$ cat src/rtl/idle_ctrl_pkg.sv
package idle_ctrl_pkg;
  typedef enum logic [2:0] {
    MODE_NORMAL1 = 3'b000,
    MODE_NORMAL2 = 3'b001,
    MODE_SLOW    = 3'b010,
    MODE_IDLE1   = 3'b100,
    MODE_IDLE2   = 3'b101,
    MODE_SLEEP   = 3'b110
  } mode_e;

  localparam int unsigned MODE_W    = 3;
  localparam int unsigned RUN_SEL_W = 2;
  localparam logic [RUN_SEL_W-1:0] RUN_SEL_BAD = 2'b11;
endpackage

$ cat src/rtl/idle_wake_detect.sv
module idle_wake_detect #(
  parameter int unsigned NUM_IRQ = 8
) (
  input  logic [NUM_IRQ-1:0] irq_latch_i,
  input  logic [NUM_IRQ-1:0] irq_en_i,
  input  logic               ext_int0_i,
  output logic               wake_src_o
);
  logic [NUM_IRQ-1:0] hit;

  for (genvar g = 0; g < NUM_IRQ; g++) begin : g_hit
    assign hit[g] = irq_latch_i[g] & irq_en_i[g];
  end

  assign wake_src_o = (|hit) | ext_int0_i;
endmodule

$ cat src/rtl/idle_mode_reg.sv
module idle_mode_reg
  import idle_ctrl_pkg::*;
(
  input  logic                 clk_i,
  input  logic                 rst_ni,
  input  logic                 wr_en_i,
  input  logic                 wr_idle_i,
  input  logic [RUN_SEL_W-1:0] wr_sel_i,
  input  logic                 wdt_irq_i,
  input  logic                 wake_src_i,
  output mode_e                mode_o,
  output logic                 idle_req_o,
  output logic                 enter_o,
  output logic                 wake_o
);
  mode_e mode_q;
  logic  idle_q;
  logic  wr_ok;

  // CPU is frozen while idle, so writes then are dropped
  assign wr_ok   = wr_en_i & ~idle_q;
  assign enter_o = wr_ok & wr_idle_i & ~wdt_irq_i;
  assign wake_o  = idle_q & wake_src_i;

  always_ff @(posedge clk_i or negedge rst_ni) begin
    if (!rst_ni) begin
      mode_q <= MODE_NORMAL2;
      idle_q <= 1'b0;
    end else if (wake_o) begin
      idle_q <= 1'b0;
      mode_q <= mode_e'({1'b0, mode_q[RUN_SEL_W-1:0]});
    end else if (enter_o) begin
      idle_q <= 1'b1;
      mode_q <= mode_e'({1'b1, mode_q[RUN_SEL_W-1:0]});
    end else if (wr_ok && !wr_idle_i && wr_sel_i != RUN_SEL_BAD) begin
      mode_q <= mode_e'({1'b0, wr_sel_i});
    end
  end

  assign mode_o     = mode_q;
  assign idle_req_o = idle_q;
endmodule

$ cat src/rtl/idle_clk_gate.sv
module idle_clk_gate (
  input  logic clk_i,
  input  logic rst_ni,
  input  logic enter_i,
  input  logic idle_req_i,
  input  logic wake_i,
  input  logic ime_i,
  output logic cpu_clk_en_o,
  output logic wdt_clk_en_o,
  output logic dispatch_o
);
  logic gate_q;
  logic disp_q;

  // gate trails the request by one cycle on release only
  always_ff @(posedge clk_i or negedge rst_ni) begin
    if (!rst_ni) begin
      gate_q <= 1'b0;
      disp_q <= 1'b0;
    end else begin
      gate_q <= enter_i | idle_req_i;
      disp_q <= wake_i & ime_i;
    end
  end

  assign cpu_clk_en_o = ~gate_q;
  assign wdt_clk_en_o = ~gate_q;
  assign dispatch_o   = disp_q;
endmodule

$ cat src/rtl/idle_ctrl.sv
module idle_ctrl
  import idle_ctrl_pkg::*;
#(
  parameter int unsigned NUM_IRQ  = 8,
  parameter int unsigned CTRL_W   = 8,
  parameter int unsigned IDLE_BIT = 4
) (
  input  logic               clk_i,
  input  logic               rst_ni,
  input  logic               wr_en_i,
  input  logic [CTRL_W-1:0]  wr_data_i,
  input  logic [NUM_IRQ-1:0] irq_latch_i,
  input  logic [NUM_IRQ-1:0] irq_en_i,
  input  logic               ext_int0_i,
  input  logic               ime_i,
  input  logic               wdt_irq_i,
  output logic [MODE_W-1:0]  mode_o,
  output logic               idle_req_o,
  output logic               cpu_clk_en_o,
  output logic               wdt_clk_en_o,
  output logic               periph_clk_en_o,
  output logic               int_dispatch_o
);
  logic  wake_src;
  logic  enter;
  logic  wake;
  logic  idle_req;
  mode_e mode;
  logic  unused_wr_bits;

  assign unused_wr_bits = ^wr_data_i;

  idle_wake_detect #(.NUM_IRQ(NUM_IRQ)) u_wake (
    .irq_latch_i (irq_latch_i),
    .irq_en_i    (irq_en_i),
    .ext_int0_i  (ext_int0_i),
    .wake_src_o  (wake_src)
  );

  idle_mode_reg u_mode (
    .clk_i      (clk_i),
    .rst_ni     (rst_ni),
    .wr_en_i    (wr_en_i),
    .wr_idle_i  (wr_data_i[IDLE_BIT]),
    .wr_sel_i   (wr_data_i[RUN_SEL_W-1:0]),
    .wdt_irq_i  (wdt_irq_i),
    .wake_src_i (wake_src),
    .mode_o     (mode),
    .idle_req_o (idle_req),
    .enter_o    (enter),
    .wake_o     (wake)
  );

  idle_clk_gate u_gate (
    .clk_i        (clk_i),
    .rst_ni       (rst_ni),
    .enter_i      (enter),
    .idle_req_i   (idle_req),
    .wake_i       (wake),
    .ime_i        (ime_i),
    .cpu_clk_en_o (cpu_clk_en_o),
    .wdt_clk_en_o (wdt_clk_en_o),
    .dispatch_o   (int_dispatch_o)
  );

  assign mode_o          = mode;
  assign idle_req_o      = idle_req;
  assign periph_clk_en_o = 1'b1;
endmodule

$ cat config.mk
export PLATFORM = sky130hd
export DESIGN_NAME = idle_ctrl
export DESIGN_NICKNAME = d
export VERILOG_FILES = /design/src/rtl/idle_ctrl_pkg.sv /design/src/rtl/idle_wake_detect.sv /design/src/rtl/idle_mode_reg.sv /design/src/rtl/idle_clk_gate.sv /design/src/rtl/idle_ctrl.sv
export SDC_FILE = /design/constraint.sdc
export NUM_CORES = 1
export LEC_CHECK = 0
export BUFFER_PORTS_ARGS = -buffer_cell sky130_fd_sc_hd__buf_2
export CORE_AREA = 2 2 39 41
export DETAILED_ROUTE_END_ITERATION = 8
export DIE_AREA = 0 0 41 43
export PLACE_DENSITY = 0.69
export SLEW_MARGIN = 40
export SYNTH_ARGS = -nofsm -noshare
export SYNTH_HDL_FRONTEND = slang
export SYNTH_SLANG_ARGS = --single-unit
$ cat constraint.sdc
create_clock -name clk_i -period 1.5 [get_ports clk_i]
set_clock_uncertainty 0.05 [all_clocks]
set_input_delay 0.3 -clock clk_i [delete_from_list [all_inputs] [get_ports clk_i]]
set_output_delay 0.3 -clock clk_i [all_outputs]
set_load 0.01 [all_outputs]
## Word level (Yosys, flattened, before mapping)

Index checks and enable logic that the tools add are counted.
Widths: inputs -> output; s select.

- Mux-type cells: 5
- Equal/unequal tests: 1
- Bitwise logic cells: 20
- Reduce and logical (&&, ||, !) cells: 7

Operator list:

| operator | count |
|---|---|
| $and 1x1->1 | 13 |
| $mux 3 | 3 |
| $reduce_or 8->1 | 1 |
| $not 1->1 | 5 |
| $reduce_and 3->1 | 1 |
| $reduce_bool 3->1 | 1 |
| $logic_and 1x1->1 | 2 |
| $mux 1 | 2 |
| $ne 2x2->1 const B | 1 |
| $or 1x1->1 | 2 |
| $reduce_bool 2->1 | 1 |
| $logic_not 1->1 | 1 |

- Input port bits: 30
- Output and inout port bits: 8
- Logic and storage cells: 38
- Register bits after elaboration: 6

## Depth between registers and ports, before layout

- Depth after elaboration: 7
- Depth in mapped cells: 4
- Depth with buffers taken out: 4

## Hierarchy

A second synthesis with hierarchy kept.

- Cell total of the unflattened synthesis: 27
- Area, all modules: 312.8 µm²

Modules (own cells, without submodules):

| module | area an instance (µm²) | seq. area each (µm²) | cells each | instances |
|---|---|---|---|---|
| idle_mode_reg | 183.9 | 101.3 | 14 | 1 |
| idle_clk_gate | 73.8 | 50.0 | 6 | 1 |
| idle_wake_detect | 43.8 | 0.0 | 5 | 1 |
| idle_ctrl | 11.3 | 0.0 | 2 | 1 |

## Worst setup path before layout

Ideal clock, no wire load.

- Path kind: input -> register
- Start: input irq_latch_i[6]
- End: register u_gate.disp_q, in the netlist u_gate.dispatch_o
- Library setup time: 0.119 ns
- Stages on the path: 4
- Path buffers: 0
- Setup slack: 0.347 ns
- Data required time: 1.331 ns
- Data arrival time: 0.984 ns
- Path through: a22o_1 -> a221oi_2 -> a31oi_1 -> and2_1

- Longest elaborated chain between the ends: 5

RTL lines:

| what | line | source |
|---|---|---|
| start: declaration | idle_ctrl.sv:12 | `input logic [NUM_IRQ-1:0] irq_latch_i,` |
| $and 1x1->1 | idle_wake_detect.sv:12 | `assign hit[g] = irq_latch_i[g] & irq_en_i[g];` |
| $reduce_or 8->1 | idle_wake_detect.sv:15 | `assign wake_src_o = (\|hit) \| ext_int0_i;` |
| $or 1x1->1 | idle_wake_detect.sv:15 |  |
| $and 1x1->1 | idle_mode_reg.sv:23 | `assign wake_o = idle_q & wake_src_i;` |
| $and 1x1->1 | idle_clk_gate.sv:22 | `disp_q <= wake_i & ime_i;` |
| end signal: assignment | idle_clk_gate.sv:22 |  |
| end: declaration | idle_clk_gate.sv:13 | `logic disp_q;` |

Every way passes these cells.
A chain may end at the register's enable or synchronous reset.

## Final worst setup path

- Start: register u_mode.mode_q[0], in the netlist u_mode.mode_o[0]
- End: output mode_o[0]

RTL lines:

| what | line | source |
|---|---|---|
| start: declaration | idle_mode_reg.sv:16 | `mode_e mode_q;` |
| start signal: assignment | idle_mode_reg.sv:31 | `mode_q <= mode_e'({1'b0, mode_q[RUN_SEL_W-1:0]});` |
| start signal: assignment | idle_mode_reg.sv:34 | `mode_q <= mode_e'({1'b1, mode_q[RUN_SEL_W-1:0]});` |
| start signal: assignment | idle_mode_reg.sv:36 | `mode_q <= mode_e'({1'b0, wr_sel_i});` |
| end: declaration | idle_ctrl.sv:17 | `output logic [MODE_W-1:0] mode_o,` |

No word-level cell between the ends.

==> qor.csv <==
stage,metric,value,unit
worst_setup_path,CP cell instances,buf_2,
global_routing,vias in the first global route,301,
global_routing,first-pass GRT wire length,1.07,mm
logic_synthesis,"Seq/Total Area, Yosys",0.490,
routing,drt wl/cell,8.65,µm
worst_setup_path,crit path max fanout,2,
worst_setup_path,critical path's largest stage delay,0.52,ns
logic_synthesis,Mapped Cells,33,
sta,Final Max Slew Viols,0,
logic_synthesis,most common cell in the synthesized netlist,nor2_1,
routing,final wirelength,718,µm
power,Max VDD drop,416,µV
sta,Final min period,1.23,ns
die,# rows,14,
logic_synthesis,synthesized flop and latch total,6,
logic_synthesis,Synth Warn #,0,
clock_network,clock-pin slew on the worst setup and hold paths,0.05,ns
logic_synthesis,main flop type after synthesis,dfrtp_1,
die,Die H,43,µm
clock_network,Num CTS Buffers,3,
worst_setup_path,WS Path Type,flop to output port,
die,core area,1380,µm²
layout,area delta synth->final,63.6,%
routing,Initial DRT Pass Iterations,4,
sta,Fmax achieved,814,MHz
logic_synthesis,Synth cell types,17,
sta,setup TNS,0,ns
layout,ant diodes,0,
worst_setup_path,CP max-delay cell,dfstp_2,
flow_run,max-cap violations,0,
die,IO Count,38,
global_routing,all-layer global routing usage,0.100,
global_routing,GRT overflow,0,
worst_setup_path,CP Launch Type,flop,
logic_synthesis,syn nets,63,
routing,via/cell ratio,4.12,
power,Leakage,0.282,nW
worst_setup_path,CP required,1.15,ns
die,initial core utilization,0.223,
clock_network,Worst-Skew Late Latency,0.24,ns
clock_network,post-CTS setup buffer count,0,
layout,Finished Cell Area,505,µm²
logic_synthesis,number of synthesized flops with an enable pin,0,
clock_network,Root Driver,clkbuf_4,
routing,DRC viols,0,
sta,"Setup violations, final",0,
routing,"antenna viol nets, final",0,
worst_setup_path,Crit path max-delay family,flip-flops,
worst_setup_path,CP arrival,0.88,ns
global_routing,initial antenna violation count,0,
run_status,status,"finished, final reports clean",
worst_hold_path,Hold/Removal Path Class,input port to flop,
layout,layout cell share with drive strength beyond 1,0.552,
routing,via count,342,
place,DPL Wire Length,626,µm
logic_synthesis,fraction of registers with async set/reset,1.00,
logic_synthesis,synth cell count leaders,"7 x nor2_1, 5 x dfrtp_1, 3 x a21oi_1, 3 x inv_1",
clock_network,CTS H-tree depth,1,
global_routing,largest net degree at the start of global routing,7,
layout,nets,98,
place,Area after DPL,469,µm²
place,port bufs,31,
power,power per cell area,1350,nW/µm²
logic_synthesis,Mapped Avg Cell Area,9.37,µm²
logic_synthesis,"top cells by area, synth","dfrtp_1 40%, dfstp_2 8.5%, nor2_1 8.5%",
logic_synthesis,Synth area leader,dfrtp_1,
place,Final Wtd Congestion,0.672,
sta,RSZ-0062 raised after global routing,no,
die,full die area,1760,µm²
logic_synthesis,top-area cell type share of the netlist area,0.405,
worst_setup_path,CP Buf/Inv Count,1,
routing,initial DRC count,1,
sta,Tcrit/Tclk final,0.819,
clock_network,clock sink count,6,
clock_network,CTS tree,done,
sta,Final Hold Viols,0,
clock_network,number of buffers on the longest clock path,2,
worst_setup_path,crit end category,output port,
die,Die W,41,µm
logic_synthesis,Post-Syn Area,309,µm²
[registers in the layout (all words and copies together), names as in the netlist]
register / cells
u_mode.mode_o: 3
u_mode.idle_req_o: 1
u_gate.dispatch_o: 1
u_gate.gate_q: 1
[stage by stage]
stage	hold slack, ns	util	setup slack, ns	power (mW)	instances
global route	0.214	0.365	0.229	0.749	83
global placement	0.0751	0.339	0.176	0.520	78
floorplan	-0.0456	-	0.347	0.420	33
detailed placement	0.0769	0.339	0.176	0.527	78
finish	0.224	0.365	0.272	0.682	83
CTS	0.219	0.365	0.256	0.697	83
[metal layers]
layer / part of all wire / routed length, µm / GRT usage / vias to the layer above
met5: 0 / 0 / 0 / -
met3: 0.15 / 106 / 0.0471 / 0
met2: 0.48 / 344 / 0.147 / 25
met1: 0.37 / 268 / 0.0921 / 139
li1: - / - / - / 178
met4: 0 / 0 / 0.100 / 0
[cell type report]
cell class              instances  area (µm²)
multi-input cells              22         131
clock buffers                   4        26.3
flip-flops and latches          6         151
well taps                      16        20.0
inverters                       3        11.3
repair buffers                 32         165
fillers                       157         878
[placed cells by master, fill, tap and decap left out]
cell type / count
a21o_1: 1
a21oi_1: 3
a221oi_2: 1
a222oi_1: 1
a22o_1: 1
a31oi_1: 1
and2_1: 1
buf_2: 31
clkbuf_1: 1
clkbuf_4: 3
conb_1: 1
dfrtp_1: 5
dfstp_2: 1
dlygate4sd3_1: 1
inv_1: 3
nand2b_1: 1
nor2_1: 7
nor2b_1: 1
nor3_1: 2
nor3_2: 1
[path summary, 6_finish.rpt]
kind | start | end | slack [ns] | depth (start not counted)
worst max register to register | u_mode.idle_req_o | u_mode.mode_o[2] | 0.32 | 4
worst max-delay path | u_mode.mode_o[0] | mode_o[0] | 0.27 | 1
worst min-delay path | ime_i | u_gate.dispatch_o | 0.22 | 2
max in group asynchronous | rst_ni | u_mode.mode_o[0] | 0.83 | 2
worst min register to register | u_mode.mode_o[1] | u_mode.mode_o[1] | 0.45 | 2
min in group asynchronous | rst_ni | u_gate.gate_q | 0.35 | 2
[kinds of logic (layout without fill, tap and decap cells)]
kind of cell / count (synthesis) / count (layout) / synth area share
AO/OA/AOI/OAI: 8 / 8 / 0.202
buffers and inverters: 5 / 39 / 0.0850
flip-flops: 6 / 6 / 0.490
other: 1 / 1 / 0.0121
AND/OR/NAND/NOR: 13 / 13 / 0.211
[repair_timing]
| action | 4_1_cts | 5_1_grt |
|---|---|---|
| gates resized for setup | 0 | 0 |
| hold endpoints to repair | 5 | 0 |
| hold buffers | 1 | 0 |
[report_power, final]
part | total, mW | switching, mW | internal [mW]
registers | 0.260 | 0.0300 | 0.230
logic | 0.261 | 0.139 | 0.121
clock network | 0.161 | 0.0604 | 0.101
(Power assumes the default switching activity.)
